File: src/rtl/mad_pkg.sv
// Shared encodings for the memory access attribute decoder.
// Assumes nothing beyond the 2-bit route and mode fields.
package mad_pkg;
    typedef enum logic [1:0] {
        ROUTE_CACHED   = 2'd0,
        ROUTE_UNCACHED = 2'd1,
        ROUTE_PCI      = 2'd2,
        ROUTE_SUPPRESS = 2'd3
    } route_t;

    typedef enum logic [1:0] {
        APM_HOLE_ON  = 2'd0,
        APM_HOLE_OFF = 2'd1,
        APM_PCI_OFF  = 2'd2,
        APM_RSVD     = 2'd3
    } apmode_t;

    localparam int CTL_MODE_LSB = 5;
endpackage

File: src/rtl/mad_regs.sv
// Configuration storage: cacheable limit (upper bits only) and aperture mode.
// Assumes dram_limit_i is stable and aligned while reset is held.
module mad_regs
    import mad_pkg::*;
#(
    parameter int AW        = 32,
    parameter int GRAN_BITS = 16
) (
    input  logic          clk,
    input  logic          rst_n,
    input  logic          wr_en,
    input  logic          wr_sel,
    input  logic [AW-1:0] wr_data,
    input  logic [AW-1:0] dram_limit_i,
    output logic [AW-1:0] cl_limit,
    output apmode_t       mode
);
    localparam int HI_W = AW - GRAN_BITS;

    logic [HI_W-1:0] cl_hi_q;
    logic            unused_bits;

    // Purpose: hold the cacheable-limit field, reset to the DRAM limit.
    always_ff @(posedge clk) begin
        if (!rst_n) begin
            cl_hi_q <= dram_limit_i[AW-1:GRAN_BITS];
        end else if (wr_en && !wr_sel) begin
            cl_hi_q <= wr_data[AW-1:GRAN_BITS];
        end
    end

    // Purpose: hold the aperture mode taken from the control word.
    always_ff @(posedge clk) begin
        if (!rst_n) begin
            mode <= APM_HOLE_ON;
        end else if (wr_en && wr_sel) begin
            mode <= apmode_t'(wr_data[CTL_MODE_LSB+1:CTL_MODE_LSB]);
        end
    end

    assign cl_limit    = {cl_hi_q, {GRAN_BITS{1'b0}}};
    assign unused_bits = ^{wr_data[GRAN_BITS-1:CTL_MODE_LSB+2],
                           wr_data[CTL_MODE_LSB-1:0],
                           dram_limit_i[GRAN_BITS-1:0]};
endmodule

File: src/rtl/mad_classify.sv
// Combinational address classifier.
// Assumes dram_base lies above the low hole; DRAM takes priority over the hole.
module mad_classify
    import mad_pkg::*;
#(
    parameter int          AW        = 32,
    parameter logic [31:0] HOLE_LAST = 32'hFF
) (
    input  logic [AW-1:0] addr,
    input  logic          is_store,
    input  logic [AW-1:0] cl_limit,
    input  logic [AW-1:0] dram_base,
    input  logic [AW-1:0] dram_limit,
    input  apmode_t       mode,
    output route_t        route,
    output logic          zero_read,
    output logic          drop_store
);
    localparam logic [AW-1:0] HOLE_END = AW'(HOLE_LAST);

    logic in_dram, in_hole, pci_off, hole_on;

    assign in_dram = (addr >= dram_base) && (addr < dram_limit);
    assign in_hole = (addr <= HOLE_END);
    assign pci_off = (mode == APM_PCI_OFF);
    assign hole_on = (mode == APM_HOLE_ON) || (mode == APM_RSVD);

    // Purpose: choose the destination and the load/store side effects.
    always_comb begin
        route      = ROUTE_PCI;
        zero_read  = 1'b0;
        drop_store = 1'b0;
        if (in_dram) begin
            route = (addr >= cl_limit) ? ROUTE_UNCACHED : ROUTE_CACHED;
        end else if (pci_off) begin
            route      = ROUTE_SUPPRESS;
            zero_read  = !is_store;
            drop_store = is_store;
        end else if (in_hole && hole_on && !is_store) begin
            route     = ROUTE_SUPPRESS;
            zero_read = 1'b1;
        end
    end
endmodule

File: src/rtl/mem_attr_decode.sv
// Top: registers configuration, classifies each request, registers the result.
// Assumes configuration writes and requests do not share a cycle, and DRAM
// bounds are stable after reset.
module mem_attr_decode
    import mad_pkg::*;
#(
    parameter int          AW        = 32,
    parameter int          GRAN_BITS = 16,
    parameter logic [31:0] HOLE_LAST = 32'hFF
) (
    input  logic          clk,
    input  logic          rst_n,
    input  logic [AW-1:0] dram_base_i,
    input  logic [AW-1:0] dram_limit_i,
    input  logic          cfg_wr_en,
    input  logic          cfg_sel,
    input  logic [AW-1:0] cfg_wdata,
    input  logic          req_valid,
    input  logic [AW-1:0] req_addr,
    input  logic          req_is_store,
    output logic          rsp_valid,
    output logic [1:0]    rsp_route,
    output logic          rsp_zero_read,
    output logic          rsp_drop_store
);
    logic [AW-1:0] cl_limit;
    apmode_t       mode;
    route_t        route_c;
    logic          zero_c, drop_c;

    mad_regs #(.AW(AW), .GRAN_BITS(GRAN_BITS)) u_regs (
        .clk          (clk),
        .rst_n        (rst_n),
        .wr_en        (cfg_wr_en),
        .wr_sel       (cfg_sel),
        .wr_data      (cfg_wdata),
        .dram_limit_i (dram_limit_i),
        .cl_limit     (cl_limit),
        .mode         (mode)
    );

    mad_classify #(.AW(AW), .HOLE_LAST(HOLE_LAST)) u_cls (
        .addr       (req_addr),
        .is_store   (req_is_store),
        .cl_limit   (cl_limit),
        .dram_base  (dram_base_i),
        .dram_limit (dram_limit_i),
        .mode       (mode),
        .route      (route_c),
        .zero_read  (zero_c),
        .drop_store (drop_c)
    );

    // Purpose: register the decision one cycle after an accepted request.
    always_ff @(posedge clk) begin
        if (!rst_n) begin
            rsp_valid      <= 1'b0;
            rsp_route      <= ROUTE_CACHED;
            rsp_zero_read  <= 1'b0;
            rsp_drop_store <= 1'b0;
        end else begin
            rsp_valid <= req_valid;
            if (req_valid) begin
                rsp_route      <= route_c;
                rsp_zero_read  <= zero_c;
                rsp_drop_store <= drop_c;
            end
        end
    end

    a_r2_resp_follows: assert property (@(posedge clk) disable iff (!rst_n)
        req_valid |=> rsp_valid);
    a_r2_no_spurious: assert property (@(posedge clk) disable iff (!rst_n)
        !req_valid |=> !rsp_valid);
    a_r3_above_dram: assert property (@(posedge clk) disable iff (!rst_n)
        (req_valid && req_addr >= dram_limit_i) |=>
        (rsp_route == ROUTE_PCI || rsp_route == ROUTE_SUPPRESS));
    a_r7_zero_is_suppress: assert property (@(posedge clk) disable iff (!rst_n)
        (rsp_valid && rsp_zero_read) |->
        (rsp_route == ROUTE_SUPPRESS && !rsp_drop_store));
    a_r7_drop_is_suppress: assert property (@(posedge clk) disable iff (!rst_n)
        (rsp_valid && rsp_drop_store) |-> (rsp_route == ROUTE_SUPPRESS));
endmodule

File: config.mk
export PLATFORM = sky130hd
export DESIGN_NAME = mem_attr_decode
export DESIGN_NICKNAME = d
export VERILOG_FILES = /design/src/rtl/mad_pkg.sv /design/src/rtl/mad_regs.sv /design/src/rtl/mad_classify.sv /design/src/rtl/mem_attr_decode.sv
export SDC_FILE = /design/constraint.sdc
export NUM_CORES = 1
export LEC_CHECK = 0
export BUFFER_PORTS_ARGS = -buffer_cell sky130_fd_sc_hd__buf_2
export CORE_MARGIN = 2
export CORE_UTILIZATION = 47
export CTS_BUF_LIST = sky130_fd_sc_hd__clkbuf_4
export DETAILED_ROUTE_END_ITERATION = 7
export GPL_TIMING_DRIVEN = 0
export PLACE_DENSITY_LB_ADDON = 0.25
export SLEW_MARGIN = 15
export SYNTH_ARGS = -nofsm -noshare
export SYNTH_HDL_FRONTEND = slang
export SYNTH_HIERARCHICAL = 1
export SYNTH_SLANG_ARGS = --single-unit
File: constraint.sdc
create_clock -name clk -period 2.26 [get_ports clk]
set_clock_uncertainty 0.15 [all_clocks]
set_input_delay 0.226 -clock clk [delete_from_list [all_inputs] [get_ports clk]]
set_output_delay 0.226 -clock clk [all_outputs]
set_load 0.02 [all_outputs]
==> results of run 1 <==
[logic make-up after synthesis]
family	Yosys count	share of synthesized area, %
simple gates	81	12.3
other cells	1	0.103
compound gates	80	15.4
fa+ha+maj	96	33.0
mux	21	7.87
flops	23	17.0
buf+inv	116	14.2
[worst max-delay path by stage]
stage / cells past startpoint / slack (ps) / startpoint / end
CTS: 11 / -8 / req_addr[0] / rsp_route[0]
detailed placement: 11 / -370 / req_addr[0] / rsp_route[0]
global route: 11 / -50 / dram_base_i[15] / rsp_drop_store
floorplan: 10 / 3 / req_addr[0] / rsp_route[0]
global placement: 3 / -390 / cfg_wr_en / u_regs/cl_hi_q[3]
finish: 9 / 100 / req_addr[23] / rsp_drop_store
[cell usage in the layout, fill, tap and decap left out, types with 2 or more instances in the layout]
master,Yosys,layout
a2111oi_4,2,3
a211o_1,2,2
a211oi_1,4,4
a21o_1,11,11
a21oi_1,28,23
a21oi_2,0,5
a221o_1,3,3
a221oi_1,3,2
and4_1,6,4
and4_4,0,2
buf_2,0,116
buf_4,16,23
buf_6,3,8
clkbuf_4,0,4
conb_1,1,16
dfxtp_1,7,7
dlygate4sd3_1,0,3
edfxtp_1,16,16
ha_1,96,82
ha_4,0,14
inv_1,97,93
inv_2,0,4
mux2_4,15,15
mux2i_1,5,5
nand2_1,18,18
nand3_1,10,10
nand4_1,14,14
nor2_1,11,11
nor2b_1,5,5
nor4_1,6,6
o21ai_0,16,11
o21ai_1,0,3
o21ai_2,0,2
or3_1,2,2
[what timing repair did]
item                       4_1_cts  5_1_grt
pin swaps                        2       17
hold buffers                     3        0
hold endpoints to repair         3        0
buffers inserted                 0        4
resized for setup                5       52
setup endpoints to repair        1        3
[critical path: cells and delay by family]
kind                       cells  cell delay (ps)
AOI/OAI and AO/OA              3              980
muxes                          1              120
buffers and inverters          1              140
and+or+nand+nor                3              430
adders and majority gates      1              340
[where the power goes]
group | switching [uW] | internal [uW] | total, uW
Sequential | 10.5 | 495 | 506
Clock | 127 | 80.9 | 208
Combinational | 390 | 396 | 786
[metal layers]
layer	vias up	global-route usage (%)	routed length, um
met3	2	1.40	430
met4	0	3.36	28
met5	-	0	0
li1	1745	-	-
met1	1564	25.6	3940
met2	93	39.3	4720
[through the flow]
step	power [uW]	setup WS (ps)	instance area, sq um	setup TNS (ps)
2_1_floorplan	943	2.88	3700	0
3_3_place_gp	1170	-392	4440	-7290
3_5_place_dp	1200	-365	4460	-1190
4_1_cts	1420	-8.43	4520	-8.43
5_1_grt	1620	-50.1	4830	-75.6
6_report	1500	96.4	4830	0
[sequential cells by signal, indices dropped and copies added (netlist names)]
signal and flops:
rsp_route 2, u_regs/mode 2, u_regs/cl_hi_q 16, rsp_drop_store 1, rsp_valid 1, rsp_zero_read 1
[area by class of cell]
| type | count | area (sq um) | area share [%] |
|---|---|---|---|
| buffer | 19 | 154 | 3.19 |
| timing repair buffer | 131 | 719 | 14.9 |
| multi-input combinational | 294 | 2810 | 58.3 |
| tap | 102 | 128 | 2.64 |
| inverter | 97 | 364 | 7.54 |
| clock buffer | 4 | 30.0 | 0.622 |
| sequential | 23 | 621 | 12.9 |
==> key figures, run 1 <==
STA
  – Fin crit period: 2160 ps
  – Fin crit share: 95.7%
  – Max Slew Vio Count: 0
  – Setup violators final: 0
  – Worst hold slack: 54.9 ps
  – Fmax: 462 MHz
  – Final Hold Violating Endpoints: 0

Worst setup path
  – R2r worst-path depth: 10
  – Crit-path cells: buf_2 > ha_1 > and4_4 > a221o_1 > a2111oi_4 > o221ai_4 > and2b_1 > mux2i_1 > nor2b_1
  – Critical Path AT: 2240 ps
  – CP max stage delay: 400 ps
  – R2R setup slack: 140 ps
  – CP required: 2330 ps
  – Endpoint type of the worst setup path: flop
  – CP max FO: 4
  – Startpoint types: input pin
  – R2R Path Start: u_regs/cl_hi_q[3]
  – Worst setup path class: in -> reg
  – Reg2reg end: rsp_route[0]
  – CP max stage cell: a221o_1

Logic synthesis
  – Synth top cells by count: inv_1 (97), ha_1 (96), a21oi_1 (28)
  – Ys async rst share: 0%
  – Post-synthesis sequential area ratio: 17.0%
  – Syn avg cell area: 8.71 sq um
  – Flops & latches, synth: 23
  – Largest area contributor in the netlist: ha_1
  – Synth area leaders: ha_1 (33%), edfxtp_1 (13%), inv_1 (10%), mux2_4 (6.2%), a21oi_1 (3.8%)
  – Count leader, synth: inv_1
  – Number of synthesized flops with an enable pin: 16
  – Synth Instances: 418
  – Ys Warns: 6
  – Synth top area share: 33.0%
  – Yosys cell types: 45
  – Mapped cell area: 3640 sq um
  – Top_reg_cell synth: edfxtp_1

Route
  – DR vias/cell: 5.08
  – Via count: 3,404
  – DR WL/cell: 13.6 um
  – Drt drc: 0
  – DRT Pass-1 Iters: 4
  – Post-route ant nets: 0
  – Total Wirelength: 9110 um
  – Initial DRC count: 115

Global route
  – Total gr overflow: 0
  – Total track usage: 20.6%
  – Vias in the first global route: 3,347
  – First-pass GRT wire length: 14,300 um
  – Initial antenna violation count: 0
  – Largest net degree at the start of global routing: 13

Cells and area
  – Area delta synth->final: 32.6%
  – Util after Layout: 63.5%
  – Final net count: 799
  – Post-Layout Cell Count: 670
  – Layout cells sized above 1: 35.7%
  – Fillers: 679
  – # diodes: 0

CTS
  – Latest clock arrival within the worst-skew pair: 310 ps
  – CTS clk-pin slew, worst paths: 130 ps
  – CTS root buffer: clkbuf_4
  – Clock H-tree levels: 1
  – Clock Sinks: 23
  – CTS max path bufs: 2
  – CTS tree: done
  – Clock buffers created by TritonCTS: 3

Floorplan
  – Row Count: 32
  – Initial core utilization: 47.9%
  – Core region area: 7610 sq um
  – Top-Level Pins: 139
  – DIE WIDTH: 92.0 um
  – DIE AREA: 8470 sq um
  – Die boundary height: 92.0 um

Place
  – HPWL Detailed: 7690 um
  – Port bufs: 123
  – RePlAce Congestion: 0.826
  – DP Cell Count: 659

Worst hold path
  – Hold_sp: cfg_wdata[24]
  – Worst Hold End: u_regs/cl_hi_q[8]
  – Worst min-delay path category: in -> reg
  – Worst hold path depth: 2

Pwr
  – Pwr Density: 311 nW/um^2
  – P_leak: 0.00262 uW
  – Peak supply drop: 0.310 mV

Outcome
  – Status: completed

Job
  – Number of max-cap violations: 0
No activity file was read; power rests on OpenSTA's default activity.
==> run 2: changes to the inputs <==
--- a/config.mk
+++ b/config.mk
@@ -11,6 +11,7 @@
 export CTS_BUF_LIST = sky130_fd_sc_hd__clkbuf_4
 export DETAILED_ROUTE_END_ITERATION = 7
 export GPL_TIMING_DRIVEN = 0
+export MAX_ROUTING_LAYER = met4
 export PLACE_DENSITY_LB_ADDON = 0.25
 export SLEW_MARGIN = 15
 export SYNTH_ARGS = -nofsm -noshare
==> key figures, run 2 (same netlist as run 1, synthesis figures left out) <==
Cells and area
  – Final instance area: 4850 sq um (was 4830 sq um)
  – Biggest regs: u_regs/cl_hi_q x16, rsp_route x2, u_regs/mode x2 (unchanged)
  – Fillers: 674 (was 679)
  – Layout cells sized above 1: 36.3% (was 35.7%)
  – Top reg by flops: u_regs/cl_hi_q (unchanged)
  – Util after Layout: 63.7% (was 63.5%)
  – # diodes: 0 (unchanged)
  – Most frequent cells in the layout: buf_2 (115), inv_1 (91), ha_1 (81) (was buf_2 (116), inv_1 (93), ha_1 (82))
  – Area of the multi-input gates: 2830 sq um (was 2810 sq um)
  – Commonest non-fill, non-tap cell in the layout: buf_2 (unchanged)
  – Area delta synth->final: 33.1% (was 32.6%)
  – Register area: 621 sq um (unchanged)
  – Largest register FFs: 16 (unchanged)
  – Final net count: 799 (unchanged)

Pwr
  – P_leak: 0.00262 uW (about the same)
  – Peak supply drop: 0.308 mV (was 0.310 mV)
  – Overall Power: 1500 uW (about the same)
  – Pwr Density: 310 nW/um^2 (was 311 nW/um^2)

Global route
  – Total track usage: 21.1% (was 20.6%)
  – Vias in the first global route: 3,351 (was 3,347)
  – First-pass GRT wire length: 14,300 um (about the same)
  – Largest net degree at the start of global routing: 13 (unchanged)
  – Initial antenna violation count: 0 (unchanged)
  – Total gr overflow: 0 (unchanged)

STA
  – Setup violators final: 0 (unchanged)
  – Fin crit period: 2160 ps (about the same)
  – Final Hold Violating Endpoints: 0 (unchanged)
  – Final setup margin: 98.0 ps (was 96.4 ps)
  – Max Slew Vio Count: 0 (unchanged)
  – Fmax: 463 MHz (was 462 MHz)
  – Fin crit share: 95.7% (about the same)
  – Worst hold slack: 55.7 ps (was 54.9 ps)

Floorplan
  – Top-Level Pins: 139 (unchanged)
  – Row Count: 32 (unchanged)
  – DIE AREA: 8470 sq um (unchanged)
  – DIE WIDTH: 92.0 um (unchanged)
  – Die boundary height: 92.0 um (unchanged)
  – Initial core utilization: 47.9% (unchanged)
  – Core region area: 7610 sq um (unchanged)

Route
  – DRT Pass-1 Iters: 4 (unchanged)
  – Initial DRC count: 99 (was 115)
  – Total Wirelength: 9190 um (was 9110 um)
  – Drt drc: 0 (unchanged)
  – DR WL/cell: 13.7 um (was 13.6 um)
  – Post-route ant nets: 0 (unchanged)
  – DR vias/cell: 5.11 (was 5.08)
  – Via count: 3,421 (was 3,404)

Worst setup path
  – CP max FO: 4 (unchanged)
  – Critical Path AT: 2270 ps (was 2240 ps)
  – R2r worst-path depth: 10 (unchanged)
  – Endpoint type of the worst setup path: flop (unchanged)
  – Worst setup path class: in -> reg (unchanged)
  – Startpoint types: input pin (unchanged)
  – CP required: 2370 ps (was 2330 ps)
  – R2R setup slack: 120 ps (was 140 ps)

Place
  – Dpl cell area: 4460 sq um (unchanged)
  – HPWL Detailed: 7690 um (unchanged)
  – RePlAce Congestion: 0.838 (was 0.826)
  – Port bufs: 123 (unchanged)
  – Pre-CTS setup slack: -365 ps (unchanged)

CTS
  – Latest clock arrival within the worst-skew pair: 310 ps (about the same)
  – Clock buffers created by TritonCTS: 3 (unchanged)
  – Clock Sinks: 23 (unchanged)
  – CTS max path bufs: 2 (unchanged)
  – Clock H-tree levels: 1 (unchanged)
  – CTS root buffer: clkbuf_4 (unchanged)
  – CTS clk-pin slew, worst paths: 130 ps (about the same)
  – CTS tree: done (unchanged)

Worst hold path
  – Worst min-delay path category: in -> reg (unchanged)
  – Worst hold path depth: 3 (was 2)

Outcome
  – Status: completed (unchanged)

Job
  – Number of max-cap violations: 0 (unchanged)
-- run 2: critical path: stages --
cell       delay, ps
buf_2            110
inv_2             60
ha_4             190
nand2b_4         140
a2111oi_4        320
o311ai_2         120
o41a_1           480
o221ai_4         220
mux2i_1          220
mux2i_1           90
nor2b_1          100
-- run 2: worst paths after layout --
kind / end / from
min reg2reg: u_regs/mode[0] / u_regs/mode[0]
max reg2reg: rsp_route[0] / u_regs/cl_hi_q[3]
max: rsp_route[0] / req_addr[0]
min: u_regs/mode[0] / cfg_wr_en
-- run 2: cell type report --
cell class	count	area share [%]
flip-flops and latches	23	12.8
multi-input cells	294	58.3
clock buffers	4	0.620
plain buffers	19	3.18
repair buffers	131	15.0
well taps	102	2.63
inverters	97	7.51
-- run 2: repair_timing --
action                                 in CTS  in global routing
gates cloned                                0                  0
endpoints found under the hold margin       3                  0
setup endpoints to repair                   1                  3
pin swaps                                   2                 18
resized for setup                           5                 57
hold buffers                                3                  0
buffers inserted                            0                  4
-- run 2: metal layers --
layer	track usage [%]	wire length (um)	up-vias
met2	39.4	4700	92
met5	-	0	-
met1	25.5	4030	1576
met3	1.23	389	6
li1	-	-	1747
met4	3.36	61	0
-- run 2: through the flow --
step / instances / TNS (ps)
after floorplan: 433 / 0
after global placement: 658 / -7290
after detailed placement: 659 / -1190
after CTS: 666 / -8.43
after global routing: 670 / -64.1
final: 670 / 0
-- run 2: power by group --
part	switching (uW)	internal [uW]
Clock	124	80.8
Combinational	392	398
Sequential	10.5	495
Total	527	974
